File: config.mk
export PLATFORM = sky130hd
export DESIGN_NAME = sbuf_seq
export DESIGN_NICKNAME = d
export VERILOG_FILES = /design/src/rtl/sbuf_pkg.sv /design/src/rtl/sbuf_chan.sv /design/src/rtl/sbuf_evt.sv /design/src/rtl/sbuf_seq.sv
export SDC_FILE = /design/constraint.sdc
export NUM_CORES = 1
export LEC_CHECK = 0
export BUFFER_PORTS_ARGS = -buffer_cell sky130_fd_sc_hd__clkbuf_2
export CAP_MARGIN = 15
export CORE_MARGIN = 1.5
export CORE_UTILIZATION = 35
export CTS_CLUSTER_SIZE = 14
export DETAILED_ROUTE_END_ITERATION = 7
export HOLD_SLACK_MARGIN = 0.06
export PLACE_DENSITY = 0.64
export SYNTH_ARGS = -nofsm -noshare
export SYNTH_HDL_FRONTEND = slang
export SYNTH_SLANG_ARGS = --single-unit
File: constraint.sdc
create_clock -name clk -period 5.7 [get_ports clk]
set_input_delay 1.14 -clock clk [delete_from_list [all_inputs] [get_ports clk]]
set_output_delay 1.14 -clock clk [all_outputs]
set_load 0.01 [all_outputs]
File: src/rtl/sbuf_pkg.sv
package sbuf_pkg;
    localparam int NUM_EVT   = 3;
    localparam int EVT_RXUPD = 0;
    localparam int EVT_TXUPD = 1;
    localparam int EVT_STOP  = 2;
    localparam int NUM_DIR   = 2;
    localparam int DIR_RX    = 0;
    localparam int DIR_TX    = 1;
endpackage

File: src/rtl/sbuf_chan.sv
module sbuf_chan #(
    parameter int PTR_W = 31,
    parameter int LEN_W = 13
) (
    input  logic             clk,
    input  logic             rst_n,
    input  logic             start_i,
    input  logic             run_i,
    input  logic             stop_i,
    input  logic             en_i,
    input  logic             done_i,
    input  logic [PTR_W-1:0] ptr_i,
    input  logic [LEN_W-1:0] len_i,
    output logic             req_o,
    output logic [PTR_W-1:0] addr_o,
    output logic             upd_o
);
    localparam int WP_W = PTR_W - 2;

    typedef struct packed {
        logic             loaded;
        logic [WP_W-1:0]  base;
        logic [LEN_W-1:0] idx;
        logic [LEN_W-1:0] last;
    } chan_t;

    chan_t st_q, st_d;
    logic  active;
    logic  at_end;
    logic  load;

    always_comb begin
        st_d   = st_q;
        active = (start_i | run_i) & en_i & ~stop_i;
        at_end = (st_q.idx == st_q.last);
        load   = active & (~st_q.loaded | (done_i & at_end));
        if (!active) begin
            st_d.loaded = 1'b0;
            st_d.idx    = '0;
        end else if (load) begin
            st_d.loaded = 1'b1;
            st_d.base   = ptr_i[PTR_W-1:2];
            st_d.idx    = '0;
            st_d.last   = (len_i == '0) ? '0 : len_i - 1'b1;
        end else if (done_i) begin
            st_d.idx    = st_q.idx + 1'b1;
        end
    end

    always_ff @(posedge clk or negedge rst_n) begin
        if (!rst_n) begin
            st_q <= '0;
        end else begin
            st_q <= st_d;
        end
    end

    assign req_o  = st_q.loaded & en_i;
    assign addr_o = {st_q.base + {{(WP_W-LEN_W){1'b0}}, st_q.idx}, 2'b00};
    assign upd_o  = load;
endmodule

File: src/rtl/sbuf_evt.sv
module sbuf_evt #(
    parameter int N = 3
) (
    input  logic         clk,
    input  logic         rst_n,
    input  logic [N-1:0] set_i,
    input  logic [N-1:0] clr_i,
    input  logic         ien_we_i,
    input  logic [N-1:0] ien_wdata_i,
    input  logic [N-1:0] ien_set_i,
    input  logic [N-1:0] ien_clr_i,
    output logic [N-1:0] pulse_o,
    output logic [N-1:0] flag_o,
    output logic [N-1:0] ien_o,
    output logic         irq_o
);
    typedef struct packed {
        logic [N-1:0] pulse;
        logic [N-1:0] flag;
        logic [N-1:0] ien;
    } evt_t;

    evt_t ev_q, ev_d;

    always_comb begin
        ev_d       = ev_q;
        ev_d.pulse = set_i;
        ev_d.flag  = (ev_q.flag & ~clr_i) | set_i;
        if (ien_we_i) begin
            ev_d.ien = ien_wdata_i;
        end else begin
            ev_d.ien = (ev_q.ien & ~ien_clr_i) | ien_set_i;
        end
    end

    always_ff @(posedge clk or negedge rst_n) begin
        if (!rst_n) begin
            ev_q <= '0;
        end else begin
            ev_q <= ev_d;
        end
    end

    assign pulse_o = ev_q.pulse;
    assign flag_o  = ev_q.flag;
    assign ien_o   = ev_q.ien;
    assign irq_o   = |(ev_q.flag & ev_q.ien);
endmodule

File: src/rtl/sbuf_seq.sv
module sbuf_seq
    import sbuf_pkg::*;
#(
    parameter int PTR_W = 31,
    parameter int LEN_W = 13
) (
    input  logic               clk,
    input  logic               rst_n,
    input  logic               start_i,
    input  logic               stop_i,
    input  logic               rx_en_i,
    input  logic               tx_en_i,
    input  logic               rx_done_i,
    input  logic               tx_done_i,
    input  logic [PTR_W-1:0]   rx_ptr_i,
    input  logic [PTR_W-1:0]   tx_ptr_i,
    input  logic [LEN_W-1:0]   blk_len_i,
    input  logic [NUM_EVT-1:0] evt_clr_i,
    input  logic               ien_we_i,
    input  logic [NUM_EVT-1:0] ien_wdata_i,
    input  logic [NUM_EVT-1:0] ien_set_i,
    input  logic [NUM_EVT-1:0] ien_clr_i,
    output logic               rx_req_o,
    output logic [PTR_W-1:0]   rx_addr_o,
    output logic               tx_req_o,
    output logic [PTR_W-1:0]   tx_addr_o,
    output logic [NUM_EVT-1:0] evt_pulse_o,
    output logic [NUM_EVT-1:0] evt_flag_o,
    output logic [NUM_EVT-1:0] ien_o,
    output logic               irq_o
);
    typedef struct packed {
        logic run;
    } ctl_t;

    ctl_t ctl_q, ctl_d;
    logic start_acc;

    logic [NUM_DIR-1:0]            en_v;
    logic [NUM_DIR-1:0]            done_v;
    logic [NUM_DIR-1:0][PTR_W-1:0] ptr_v;
    logic [NUM_DIR-1:0]            req_v;
    logic [NUM_DIR-1:0][PTR_W-1:0] addr_v;
    logic [NUM_DIR-1:0]            upd_v;
    logic [NUM_EVT-1:0]            evt_set;

    always_comb begin
        ctl_d     = ctl_q;
        start_acc = start_i & ~ctl_q.run & ~stop_i;
        if (stop_i) begin
            ctl_d.run = 1'b0;
        end else if (start_acc) begin
            ctl_d.run = 1'b1;
        end
    end

    always_ff @(posedge clk or negedge rst_n) begin
        if (!rst_n) begin
            ctl_q <= '0;
        end else begin
            ctl_q <= ctl_d;
        end
    end

    assign en_v[DIR_RX]   = rx_en_i;
    assign en_v[DIR_TX]   = tx_en_i;
    assign done_v[DIR_RX] = rx_done_i;
    assign done_v[DIR_TX] = tx_done_i;
    assign ptr_v[DIR_RX]  = rx_ptr_i;
    assign ptr_v[DIR_TX]  = tx_ptr_i;

    for (genvar g = 0; g < NUM_DIR; g++) begin : g_dir
        sbuf_chan #(
            .PTR_W (PTR_W),
            .LEN_W (LEN_W)
        ) u_chan (
            .clk     (clk),
            .rst_n   (rst_n),
            .start_i (start_acc),
            .run_i   (ctl_q.run),
            .stop_i  (stop_i),
            .en_i    (en_v[g]),
            .done_i  (done_v[g]),
            .ptr_i   (ptr_v[g]),
            .len_i   (blk_len_i),
            .req_o   (req_v[g]),
            .addr_o  (addr_v[g]),
            .upd_o   (upd_v[g])
        );
    end

    assign evt_set[EVT_RXUPD] = upd_v[DIR_RX];
    assign evt_set[EVT_TXUPD] = upd_v[DIR_TX];
    assign evt_set[EVT_STOP]  = stop_i;

    sbuf_evt #(
        .N (NUM_EVT)
    ) u_evt (
        .clk         (clk),
        .rst_n       (rst_n),
        .set_i       (evt_set),
        .clr_i       (evt_clr_i),
        .ien_we_i    (ien_we_i),
        .ien_wdata_i (ien_wdata_i),
        .ien_set_i   (ien_set_i),
        .ien_clr_i   (ien_clr_i),
        .pulse_o     (evt_pulse_o),
        .flag_o      (evt_flag_o),
        .ien_o       (ien_o),
        .irq_o       (irq_o)
    );

    assign rx_req_o  = req_v[DIR_RX];
    assign rx_addr_o = addr_v[DIR_RX];
    assign tx_req_o  = req_v[DIR_TX];
    assign tx_addr_o = addr_v[DIR_TX];
endmodule

==> flow_metrics.tcl <==
set metrics [dict create \
    synth_top_family_by_area "multiplexers" \
    cp-end-kind "output pin" \
    tns_ns 0 \
    port_buffers 161 \
    cts_num_sinks 122 \
    startpoint_type "register" \
    path_clk_slew_ns 0.05 \
    cts_buffer_depth 2 \
    yosysWarnings 0 \
    netSwitchingPower_w 0.000811 \
    netlist.area_leader.share_pct 42.3 \
    post-route-period-util_pct 77.4 \
    grt_max_degree 51 \
    die-area_mm2 0.0215 \
    cts_resized 0 \
    outcome "finished clean" \
    ys_types 48 \
    grt_pass1_wl_um 27400 \
    combPwrFrac_pct 22.9 \
    clock.fmax_mhz 227 \
    first_pass_iters 4 \
    avgSynthCellArea_um2 10.6 \
    drv_cap 0 \
    syn2layout_area_growth_pct 22.5 \
    leakage_nw 4.21 \
    setup_viol_count_final 0 \
    htree_levels 4 \
    synthMostInstantiatedCell "dfrtp_1" \
    crit_type "reg2out" \
    synthFlopType "dfrtp_1" \
    crit_arrival_ns 3.27 \
    synth-edff-count 0 \
    vdd.ir_drop.worst_mv 0.172 \
    die_w_um 147 \
    tightestPinTransition_ns 0.770 \
    first_iter_violations 182 \
    synth-xor-area-share_pct 13.4 \
    layout-drive-gt1-share_pct 31.9 \
    clkPwrFrac_pct 37.1 \
    vias_per_cell 4.80 \
    ant_nets 0 \
    synth_compound_area_share_pct 8.91 \
    cts_hold_buf 0 \
    synthAdderAreaFrac_pct 5.76 \
    antenna_found_initial 1 \
    slew_headroom_pct 48.7 \
    grt_usage_pct 16.0 \
    synth_area_leader_cell "dfrtp_1" \
    cts_tree "yes" \
    finalWeightedCongestion 0.841 \
    async_flop_share_pct 100 \
    final-max-slew-violation-count 0 \
    overflow 0 \
    multiInputGateArea_mm2 0.00398 \
    period_needed_ns 4.41 \
    synthTopCellsByArea "dfrtp_1, xnor2_1, mux2_2" \
    clk_latency_ns 0.42 \
    r2r_cells 6 \
    synth-seq-cells 122 \
    syn_area_mm2 0.00721 \
    worst_ep_required_time_ns 4.56 \
    p_seq_share_pct 39.9 \
    hold_violations 0 \
    stdcell_area_mm2 0.00884 \
    drc 0 \
    grt_pass1_vias 5698 \
    nNetsFinal 975 \
    fin_worst_skew_ns 0.00998 \
    seq_area_mm2 0.00305 \
    ys_seq_area_share_pct 42.3 \
    placed_cell_area_mm2 0.00827 \
    synth_cells 680 \
    wl_per_cell_um 14.4 \
    pwr_density_cell_mw_per_mm2 319 \
    core_mm2 0.0202 \
    sw_frac_of_total_pct 28.7 \
    root_buffer "clkbuf_16" \
    start_util_pct 35.7 \
    rows 52 \
    hold_path_depth 2 \
    die_height_um 147 \
    vias 5421 \
    num_io_pins 170 \
    synth-simple-area-share_pct 13.1 \
    post_cts_buffers 0 \
    rsz0062_at_grt "false" \
    wl_um 16300 \
    cts_made_buffers 17 \
    holdCritPathClass "reg2reg" \
    synth_common_cells "dfrtp_1, nor2_1, xnor2_1, xor2_1, nand2_1" \
    intPower_w 0.00201 \
    dp_hpwl_um 12100 \
    worstPathMaxFanout 8 \
    nFillCells 2003 \
    synthMuxAreaShare_pct 13.7 \
]
worst paths after layout:
path                                                 startpoint                                    to  slack, ns
hold / removal              g_dir[1].u_chan.st_q[9]$_DFFE_PN0P_   g_dir[1].u_chan.st_q[9]$_DFFE_PN0P_       0.50
setup / recovery           g_dir[1].u_chan.st_q[13]$_DFFE_PN0P_                         tx_addr_o[24]       1.29
max in group asynchronous                                 rst_n  g_dir[1].u_chan.st_q[35]$_DFFE_PN0P_       4.06
setup reg to reg           g_dir[0].u_chan.st_q[14]$_DFFE_PN0P_  g_dir[0].u_chan.st_q[51]$_DFFE_PN0P_       3.05
hold reg to reg             g_dir[1].u_chan.st_q[9]$_DFFE_PN0P_   g_dir[1].u_chan.st_q[9]$_DFFE_PN0P_       0.50
min in group asynchronous                                 rst_n  g_dir[0].u_chan.st_q[25]$_DFFE_PN0P_       0.65
sequential cells by signal, summed over array words and instances, names as in the netlist:
signal and flops:
u_evt.flag_o 3, u_evt.pulse_o 3, g_dir.u_chan.st_q 112, u_evt.ien_o 3
ctl_q 1
layer usage:
layer	vias up	global-route usage [%]	share of wire, %
met5	-	0	0
met1	2588	18.8	44
met2	106	28.5	50
li1	2708	-	-
met3	19	4.25	4.0
met4	0	5.10	1.6
power by group through the flow:
stage	sequential [W]	clock (W)	combinational, W
3_3_place_gp	0.00114	0	0.000641
2_1_floorplan	0.00111	0	0.000451
6_report	0.00113	0.00105	0.000647
5_1_grt	0.00115	0.00112	0.000715
4_1_cts	0.00113	0.00108	0.000655
3_5_place_dp	0.00114	0	0.000649
cells by family (layout without fill, tap and decap cells):
kind of cell | after synthesis | count (layout)
and+or+nand+nor | 200 | 200
DFF | 122 | 122
xor gates and xnor gates | 110 | 110
AOI/OAI and AO/OA | 98 | 98
muxes | 78 | 78
buffers and inverters | 39 | 215
adders and majority gates | 32 | 32
other | 1 | 5
cell usage in the layout (no fill, tap or decap), types with 3 or more instances in the layout:
cell type,synthesis,final
clkbuf_2,0,160
dfrtp_1,122,122
nor2_1,67,67
xnor2_1,62,62
xor2_1,48,48
nand2_1,46,46
mux2_2,44,44
a21oi_1,37,37
mux2_4,31,31
ha_1,30,30
o21ai_0,24,24
inv_1,20,20
clkbuf_16,0,17
and3_1,16,16
nand4_1,16,16
nand3_1,16,16
nor3_1,13,13
a21o_1,11,11
nor3b_1,5,5
o211ai_1,5,5
nor2b_1,4,4
nor4_1,4,4
a211oi_1,4,4
conb_1,1,4
clkbuf_1,4,4
clkinv_2,0,4
buf_4,5,4
and2_1,3,3
or3_1,3,3
mux2i_1,3,3
o21a_1,4,3
layout make-up:
class                      instances  share of cell area (%)
multi-input combinational        522                    45.0
tap                              270                    3.82
timing repair buffer             164                    9.40
clock buffer                      23                    5.29
sequential                       122                    34.5
antenna                            1                  0.0283
inverter                          20                   0.849
clock inverter                     8                    1.08
metrics by stage:
step | total power [W] | hold WS (ns) | utilization, % | std cells | setup slack (ns)
after floorplan | 0.00156 | 0.470 | - | 683 | 2.20
after global placement | 0.00178 | 0.483 | 40.9 | 1098 | 1.74
after detailed placement | 0.00179 | 0.494 | 40.9 | 1098 | 1.70
after CTS | 0.00286 | 0.506 | 43.7 | 1129 | 1.23
after global routing | 0.00299 | 0.532 | 43.7 | 1130 | 1.01
final | 0.00282 | 0.500 | 43.7 | 1130 | 1.29
critical path: stages (launching register included):
cell       delay (ns)
dfrtp_1          0.44
ha_1             0.26
fa_1             0.43
a211oi_1         0.42
o211ai_1         0.16
a21oi_1          0.30
a2bb2oi_2        0.39
nor3_1           0.12
xnor2_1          0.19
clkbuf_2         0.16
Power figures use the tool's default switching activity.
